==> config.mk <==
export PLATFORM = sky130hd
export DESIGN_NAME = decade_divider
export DESIGN_NICKNAME = d
export VERILOG_FILES = /design/src/rtl/decade_pkg.sv /design/src/rtl/dc_sync.sv /design/src/rtl/dc_event.sv /design/src/rtl/dc_ring.sv /design/src/rtl/decade_divider.sv
export SDC_FILE = /design/constraint.sdc
export NUM_CORES = 1
export LEC_CHECK = 0
export ABC_AREA = 1
export BUFFER_PORTS_ARGS = -buffer_cell sky130_fd_sc_hd__buf_2
export CAP_MARGIN = 0
export CORE_AREA = 8 8 45 47
export DETAILED_ROUTE_END_ITERATION = 16
export DIE_AREA = 0 0 53 55
export PLACE_DENSITY = 0.72
export SLEW_MARGIN = 40
export SYNTH_ARGS = -nofsm -noshare
export SYNTH_HDL_FRONTEND = slang
export SYNTH_SLANG_ARGS = --single-unit
==> constraint.sdc <==
create_clock -name clk -period 2.65 [get_ports clk]
set_clock_uncertainty 0.15 [all_clocks]
set_input_delay 0.53 -clock clk [delete_from_list [all_inputs] [get_ports clk]]
set_output_delay 0.53 -clock clk [all_outputs]
set_load 0.02 [all_outputs]
==> src/rtl/decade_pkg.sv <==
package decade_pkg;
    localparam int RING_W      = 5;
    localparam int OUT_W       = 2 * RING_W;
    localparam int SYNC_STAGES = 2;

    typedef enum logic [RING_W-1:0] {
        J0 = 5'b00000,
        J1 = 5'b00001,
        J2 = 5'b00011,
        J3 = 5'b00111,
        J4 = 5'b01111,
        J5 = 5'b11111,
        J6 = 5'b11110,
        J7 = 5'b11100,
        J8 = 5'b11000,
        J9 = 5'b10000
    } jstate_e;

    typedef enum logic [1:0] {
        EV_NONE     = 2'd0,
        EV_CLK_RISE = 2'd1,
        EV_EN_FALL  = 2'd2
    } event_e;
endpackage

==> src/rtl/dc_sync.sv <==
module dc_sync #(
    parameter int   STAGES  = 2,
    parameter logic RST_VAL = 1'b0
) (
    input  logic clk,
    input  logic rst_n,
    input  logic d,
    output logic q
);
    logic [STAGES-1:0] chain;

    always_ff @(posedge clk or negedge rst_n) begin
        if (!rst_n) begin
            chain <= {STAGES{RST_VAL}};
        end else begin
            chain <= {chain[STAGES-2:0], d};
        end
    end

    assign q = chain[STAGES-1];
endmodule

==> src/rtl/dc_event.sv <==
module dc_event
    import decade_pkg::*;
(
    input  logic clk,
    input  logic rst_n,
    input  logic clk_s,
    input  logic en_n_s,
    output logic advance
);
    logic   clk_d;
    logic   en_n_d;
    event_e kind;

    always_ff @(posedge clk or negedge rst_n) begin
        if (!rst_n) begin
            clk_d  <= 1'b0;
            en_n_d <= 1'b1;
        end else begin
            clk_d  <= clk_s;
            en_n_d <= en_n_s;
        end
    end

    always_comb begin
        kind = EV_NONE;
        if (clk_s && !clk_d && !en_n_s) begin
            kind = EV_CLK_RISE;
        end else if (!en_n_s && en_n_d && clk_s) begin
            kind = EV_EN_FALL;
        end
    end

    assign advance = (kind != EV_NONE);
endmodule

==> src/rtl/dc_ring.sv <==
module dc_ring
    import decade_pkg::*;
(
    input  logic             clk,
    input  logic             clr,
    input  logic             advance,
    output logic [RING_W-1:0] ring_o,
    output logic [OUT_W-1:0]  dec_o,
    output logic             carry_o
);
    jstate_e state_q;
    jstate_e state_d;

    always_ff @(posedge clk or posedge clr) begin
        if (clr) begin
            state_q <= J0;
        end else begin
            state_q <= state_d;
        end
    end

    always_comb begin
        state_d = state_q;
        if (advance) begin
            unique case (state_q)
                J0:      state_d = J1;
                J1:      state_d = J2;
                J2:      state_d = J3;
                J3:      state_d = J4;
                J4:      state_d = J5;
                J5:      state_d = J6;
                J6:      state_d = J7;
                J7:      state_d = J8;
                J8:      state_d = J9;
                J9:      state_d = J0;
                default: state_d = J0;
            endcase
        end
    end

    logic [RING_W-1:0] b;
    assign b = state_q;

    for (genvar i = 0; i < RING_W; i++) begin : g_dec
        if (i == 0) begin : g_edge
            assign dec_o[0]      = ~b[RING_W-1] & ~b[0];
            assign dec_o[RING_W] =  b[RING_W-1] &  b[0];
        end else begin : g_mid
            assign dec_o[i]        =  b[i-1] & ~b[i];
            assign dec_o[RING_W+i] =  b[i]   & ~b[i-1];
        end
    end

    assign carry_o = ~b[RING_W-1];
    assign ring_o  = b;
endmodule

==> src/rtl/decade_divider.sv <==
module decade_divider
    import decade_pkg::*;
(
    input  logic             clk,
    input  logic             rst_n,
    input  logic             clear,
    input  logic             cnt_clk,
    input  logic             cnt_en_n,
    output logic [OUT_W-1:0] dec_out,
    output logic             carry
);
    logic                   clk_s;
    logic                   en_n_s;
    logic                   advance;
    logic                   clr_async;
    logic                   clr_hold;
    logic [SYNC_STAGES-1:0] clr_q;
    logic [RING_W-1:0]      ring_q;

    assign clr_async = clear | ~rst_n;

    always_ff @(posedge clk or posedge clr_async) begin
        if (clr_async) begin
            clr_q <= '1;
        end else begin
            clr_q <= {clr_q[SYNC_STAGES-2:0], 1'b0};
        end
    end

    assign clr_hold = clr_q[SYNC_STAGES-1];

    dc_sync #(.STAGES(SYNC_STAGES), .RST_VAL(1'b0)) u_sync_clk (
        .clk(clk), .rst_n(rst_n), .d(cnt_clk), .q(clk_s)
    );

    dc_sync #(.STAGES(SYNC_STAGES), .RST_VAL(1'b1)) u_sync_en (
        .clk(clk), .rst_n(rst_n), .d(cnt_en_n), .q(en_n_s)
    );

    dc_event u_event (
        .clk(clk), .rst_n(rst_n), .clk_s(clk_s), .en_n_s(en_n_s), .advance(advance)
    );

    dc_ring u_ring (
        .clk(clk), .clr(clr_hold), .advance(advance),
        .ring_o(ring_q), .dec_o(dec_out), .carry_o(carry)
    );
endmodule

==> results of run 1 <==
-- final cells by class --
cell class	count	share of cell area [%]
multi-input combinational	44	27.7
sequential	13	45.5
clock buffer	4	3.61
timing repair buffer	16	11.7
tap	16	2.75
inverter	17	8.76
-- synthesized netlist by cell type --
cell type  count
buf_2          1
buf_4          1
buf_6          1
conb_1         1
dfrtp_1        8
dfstp_2        5
inv_1         16
inv_2          1
nand2_1       20
nand3_1        8
nand4_1        2
nor2_1        10
nor2_2         2
nor2_8         1
-- worst max-delay path: cells and delay by family, from the launching register on --
| family | cells | cell delay [ns] |
|---|---|---|
| AND/OR/NAND/NOR | 1 | 0.09 |
| flip-flops | 1 | 0.46 |
| buffers and inverters | 3 | 0.34 |
-- per-stage QoR --
stage	util [%]	hold WS (ns)	instances
2_1_floorplan	-	-0.0286	77
5_1_grt	52.6	0.0282	110
6_report	52.6	-0.0101	110
3_5_place_dp	50.0	-0.00366	105
4_1_cts	52.6	0.00139	110
3_3_place_gp	50.0	-0.0121	105
-- power groups by stage --
stage	sequential, µW	clock [µW]	combinational (µW)
floorplan	260	0	269
global placement	298	0	302
detailed placement	301	0	307
CTS	297	119	310
global route	306	128	342
finish	299	115	305
-- how the worst min path moves through the flow --
| stage | to | slack, ns | start |
|---|---|---|---|
| after global routing | u_ring.ring_o[0]$_DFFE_PP0P_ | 0.03 | clr_q[1]$_DFF_PP1_ |
| after detailed placement | u_ring.ring_o[0]$_DFFE_PP0P_ | -0.004 | clr_q[1]$_DFF_PP1_ |
| after floorplan | u_ring.ring_o[0]$_DFFE_PP0P_ | -0.03 | clr_q[1]$_DFF_PP1_ |
| final | u_ring.ring_o[0]$_DFFE_PP0P_ | -0.01 | clr_q[1]$_DFF_PP1_ |
| after CTS | u_ring.ring_o[0]$_DFFE_PP0P_ | 0.001 | clr_q[1]$_DFF_PP1_ |
| after global placement | u_ring.ring_o[1]$_DFFE_PP0P_ | -0.01 | clr_q[1]$_DFF_PP1_ |
-- placed cells by master (no fill, tap or decap) --
cell | Yosys | routed
conb_1 | 1 | 1
dfrtp_1 | 8 | 8
nor2_2 | 2 | 2
dfstp_2 | 5 | 5
clkbuf_1 | 0 | 1
buf_2 | 1 | 15
nor2_1 | 10 | 10
nand2_1 | 20 | 20
inv_1 | 16 | 16
nor2_8 | 1 | 1
inv_2 | 1 | 1
nand3_1 | 8 | 8
dlygate4sd3_1 | 0 | 1
clkbuf_4 | 0 | 3
nand4_1 | 2 | 2
-- registers in the layout (all words and copies together), names as in the netlist --
name	flops
clr_q	2
u_event.clk_d	1
u_event.en_n_d	1
u_ring.ring_o	5
u_sync_clk.chain	2
u_sync_en.chain	2
-- cells by family after synthesis --
family / count (synthesis) / synth area share [%]
buffers and inverters: 20 / 14.1
DFF: 13 / 53.4
other: 1 / 0.604
and+or+nand+nor: 43 / 31.9
-- metal layers --
metal  track usage (%)  wire [µm]  vias to the layer above  part of all wire [%]
met4              7.76         12                        0                   1.0
met1              8.19        481                      220                    42
li1                  -          -                      257                     -
met2              15.2        570                       19                    49
met5                 0          0                        -                     0
met3              1.87         91                        2                   7.9
==> impl_metrics.csv, run 1 <==
group,metric,value,unit
pwr,powerDensity,987,nW/µm²
die,core_area,1380,µm²
die,floorplan.rows,14,
drt,drt-wirelength-per-cell,10.5,µm
drt,drt_iter0_markers,17,
run_status,violations,"hold timing",
setup_path,arrival,1.16,ns
pwr,power,719,µW
pwr,p_comb_share,42.5,%
setup_path,crit_type,"flip-flop to primary output",
cts,ctsResizeCount,0,
timing,fmaxAchievable,0.544,GHz
timing,setup_viol,0,
place,place.gp.congestion,0.756,
layout,multi_input_area,201,µm²
worst_hold_path,hp-class,"flip-flop to async pin",
die,dieHeight,55,µm
drt,routed_wl,1160,µm
cts,hold_buffers,1,
global_route,antenna_found_initial,0,
layout,synthToLayoutAreaGrowth,17.3,%
synth,synthDistinctLibCells,14,
pwr,p_switching,324,µW
pwr,power.leakage,0.000431,µW
timing,hold_viol,5,
setup_path,crit_end,"dec_out[1]",
setup_path,worstPathRequired,1.97,ns
timing,min_period_over_period,69.3,%
synth,synth_top_area_cell,"dfrtp_1",
drt,drt_first_pass_iters,4,
layout,nets,100,
setup_path,cp-start-kind,"flip-flop",
synth,ys_ff_latch,13,
layout,fillerInstances,133,
die,dieArea,2920,µm²
setup_path,critical_path.endpoint_type,"primary output",
pwr,switching_share,45.1,%
setup_path,cp_slowest_stage_delay,0.46,ns
cts,clock_tree.root_cell,"clkbuf_4",
synth,ys_seq_area_share,53.4,%
drt,drc,0,
setup_path,path_cells,"inv_1, nand2_1, inv_1, buf_2",
cts,cts_num_sinks,13,
synth,syn_area_per_cell,8.06,µm²
timing,slew_viol_final,0,
pwr,vdd_drop_max,0.395,mV
synth,synth_top_area_share,32.3,%
synth,synth_area_leaders,"dfrtp_1 32%, dfstp_2 21%, nand2_1 12%, inv_1 9.7%, nand3_1 6.5%",
drt,via_count,498,
cts,clk_latency,0.27,ns
die,die_w,53,µm
setup_path,r2r_slack,1.40,ns
die,io_pins,16,
synth,synth_fp_nets,82,
global_route,grt_pass1_wl,1820,µm
run_status,status,"finished with violations",
run,maxCapViolations,0,
layout,n_antenna_cell,0,
setup_path,cp_max_fo,7,
drt,antenna_left,0,
timing,fin_tns_setup,0,ns
timing,holdWs,-0.0101,ns
layout,regArea,332,µm²
layout,stdcell_area,728,µm²
setup_path,rr_worst_depth,7,
cts,htree_levels,1,
global_route,grt_max_degree,9,
place,hpwlAfterDp,920,µm
synth,netlist_area,621,µm²
synth,synth_warnings,0,
cts,cts_tree,"built",
global_route,overflow,0,
place,post-place-ws,1.12,ns
place,place_area,692,µm²
pwr,p_seq_share,41.5,%
cts,clockBufferDepth,2,
setup_path,reg2reg_from,"u_sync_en.chain[1]$_DFF_PN1_",
setup_path,startpoint,"u_ring.ring_o[1]$_DFFE_PP0P_",
pwr,intPower,395,µW
synth,synthCells,77,
pwr,pwr-share-clk,16.0,%
drt,viasPerCell,4.53,
cts,path_clk_slew,0.07,ns
die,start_util,44.8,%
setup_path,cpMaxStageDelayCell,"dfrtp_1",
cts,cts_buffers,3,
timing,rsz0062_at_grt,"false",
global_route,grt_pass1_vias,476,
setup_path,crit_top_cell,"inv_1",
timing,fin_ws,0.813,ns
global_route,grt_usage,8.58,%
setup_path,r2r-end,"u_ring.ring_o[4]$_DFFE_PP0P_",
cts,post_cts_buffers,0,
place,io_buffers,15,
timing,finalCriticalPeriod,1.84,ns
layout,drive_gt1_share,28.7,%
(Power assumes the default switching activity.)
==> run 2: changes to the inputs <==
--- a/config.mk
+++ b/config.mk
@@ -5,7 +5,7 @@
 export SDC_FILE = /design/constraint.sdc
 export NUM_CORES = 1
 export LEC_CHECK = 0
-export ABC_AREA = 1
+export ABC_AREA = 0
 export BUFFER_PORTS_ARGS = -buffer_cell sky130_fd_sc_hd__buf_2
 export CAP_MARGIN = 0
 export CORE_AREA = 8 8 45 47
==> constraint.sdc (replaced) <==
create_clock -name clk -period 1.9 [get_ports clk]
set_clock_uncertainty 0.15 [all_clocks]
set_input_delay 0.38 -clock clk [delete_from_list [all_inputs] [get_ports clk]]
set_output_delay 0.38 -clock clk [all_outputs]
set_load 0.02 [all_outputs]
==> impl_metrics.csv, run 2 <==
group,metric,value,unit
drt,drt_iter0_markers,9,
setup_path,crit_type,"flip-flop to primary output",
layout,regArea,332,µm²
timing,finalCriticalPeriod,1.73,ns
synth,yosys_most_used_dff,"dfrtp_1",
synth,netlist_area,624,µm²
layout,layout_common_cells,"15 x buf_2, 8 x dfrtp_1, 6 x nor2_1",
drt,via_count,489,
layout,synthToLayoutAreaGrowth,17.4,%
layout,nets,84,
cts,clk_latency,0.26,ns
synth,ys_top_cells_by_count,"8 x dfrtp_1, 6 x nor2_1, 5 x and2b_1, 5 x dfstp_2, 4 x inv_1",
timing,hold_viol,0,
place,hpwlAfterDp,919,µm
layout,fillerInstances,138,
layout,largest_reg_flops,5,
synth,ys_seq_area_share,53.1,%
synth,synthDistinctLibCells,28,
die,dieHeight,55,µm
global_route,grt_pass1_wl,1940,µm
synth,syn_area_per_cell,10.1,µm²
cts,ctsResizeCount,0,
synth,ys_ff_latch,13,
layout,drive_gt1_share,34.6,%
run_status,status,"finished, final reports clean",
cts,cts_tree,"built",
global_route,grt_max_degree,13,
timing,slew_viol_final,0,
layout,layout_commonest_cell,"buf_2",
timing,fmaxAchievable,0.579,GHz
pwr,power.leakage,0.000351,µW
synth,synth_fp_nets,67,
timing,fin_ws,0.172,ns
pwr,vdd_drop_max,0.499,mV
drt,antenna_left,0,
synth,synthCells,62,
cts,clock_tree.root_cell,"clkbuf_4",
global_route,grt_usage,8.92,%
cts,cts_num_sinks,13,
synth,synth_top_area_share,32.1,%
cts,htree_levels,1,
setup_path,cp_max_fo,9,
cts,path_clk_slew,0.07,ns
synth,ys_async_sr_fraction,100,%
drt,drt_first_pass_iters,4,
timing,fin_tns_setup,0,ns
place,post-place-ws,0.467,ns
setup_path,worstPathRequired,1.37,ns
drt,routed_wl,1170,µm
cts,clockBufferDepth,2,
die,die_w,53,µm
die,dieArea,2920,µm²
die,start_util,45.1,%
setup_path,critical_path.endpoint_type,"primary output",
setup_path,r2r_slack,0.49,ns
setup_path,rr_worst_depth,3,
synth,synth_edf_count,0,
timing,setup_viol,0,
synth,synth_area_leaders,"dfrtp_1 32%, dfstp_2 21%, and2b_1 6.0%, nor2_1 3.6%, buf_2 2.4%",
drt,drc,0,
synth,synth_warnings,0,
worst_hold_path,hp-class,"flip-flop to async pin",
setup_path,startpoint,"u_ring.ring_o[2]$_DFFE_PP0P_",
timing,min_period_over_period,90.9,%
cts,cts_buffers,3,
pwr,powerDensity,1410,nW/µm²
timing,rsz0062_at_grt,"false",
die,floorplan.rows,14,
die,core_area,1380,µm²
global_route,antenna_found_initial,0,
global_route,grt_pass1_vias,500,
global_route,overflow,0,
setup_path,arrival,1.20,ns
place,place.gp.congestion,0.764,
layout,stdcell_area,733,µm²
synth,synth_most_common_cell,"dfrtp_1",
drt,viasPerCell,5.20,
setup_path,cp-start-kind,"flip-flop",
place,io_buffers,15,
setup_path,r2r-end,"u_ring.ring_o[1]$_DFFE_PP0P_",
cts,post_cts_buffers,0,
drt,drt-wirelength-per-cell,12.5,µm
layout,multi_input_area,251,µm²
run,maxCapViolations,0,
setup_path,crit_end,"dec_out[3]",
place,place_area,697,µm²
layout,n_antenna_cell,0,
die,io_pins,16,
synth,synth_top_area_cell,"dfrtp_1",
setup_path,reg2reg_from,"u_event.en_n_d$_DFF_PN1_",
-- run 2: worst max-delay path: stages, from the launching register on --
cell	delay, ns
dfrtp_1	0.54
inv_1	0.12
nor2_1	0.11
buf_2	0.17
-- run 2: logic make-up (layout without fill, tap and decap cells) --
group	after synthesis	after routing	synth area share, %
compound gates	13	13	14.8
other cells	1	1	0.601
simple gates	26	26	24.8
flops	13	13	53.1
buf+inv	9	25	6.61
-- run 2: metrics by stage --
step	hold slack, ns	cells	total power, µW	util, %
after floorplan	-0.0656	62	773	-
after global placement	0.000960	89	881	50.4
after detailed placement	0.00876	89	886	50.4
after CTS	0.0159	94	1050	53.0
after global routing	0.0303	94	1120	53.0
final	0.00642	94	1040	53.0
-- run 2: report_power, final --
part / internal (µW) / switching (µW)
combinational: 186 / 258
clock: 81.1 / 76.2
sequential: 329 / 107
-- run 2: cell type report --
type                       count  area share [%]
sequential                    13            45.2
multi-input combinational     40            34.3
timing repair buffer          16            11.6
clock buffer                   4            3.58
tap                           16            2.73
inverter                       5            2.56
-- run 2: routing by layer --
metal / wire length, µm / GRT usage, %
met1: 498 / 9.48
met2: 569 / 15.4
met3: 97 / 1.87
met4: 6 / 6.47
met5: 0 / 0
-- run 2: what timing repair did --
item | in CTS | in global routing
hold buffers | 1 | 0
endpoints found under the setup margin | 0 | 0
endpoints found under the hold margin | 6 | 0
-- run 2: worst min path at each step --
stage	to	startpoint	depth (start not counted)	slack, ns
2_1_floorplan	u_event.clk_d$_DFF_PN0_	rst_n	0	-0.07
3_3_place_gp	u_ring.ring_o[4]$_DFFE_PP0P_	clr_q[1]$_DFF_PP1_	1	0.001
3_5_place_dp	u_ring.ring_o[4]$_DFFE_PP0P_	clr_q[1]$_DFF_PP1_	1	0.009
4_1_cts	u_ring.ring_o[4]$_DFFE_PP0P_	clr_q[1]$_DFF_PP1_	1	0.02
5_1_grt	u_ring.ring_o[4]$_DFFE_PP0P_	clr_q[1]$_DFF_PP1_	1	0.03
6_report	u_ring.ring_o[3]$_DFFE_PP0P_	clr_q[1]$_DFF_PP1_	1	0.006
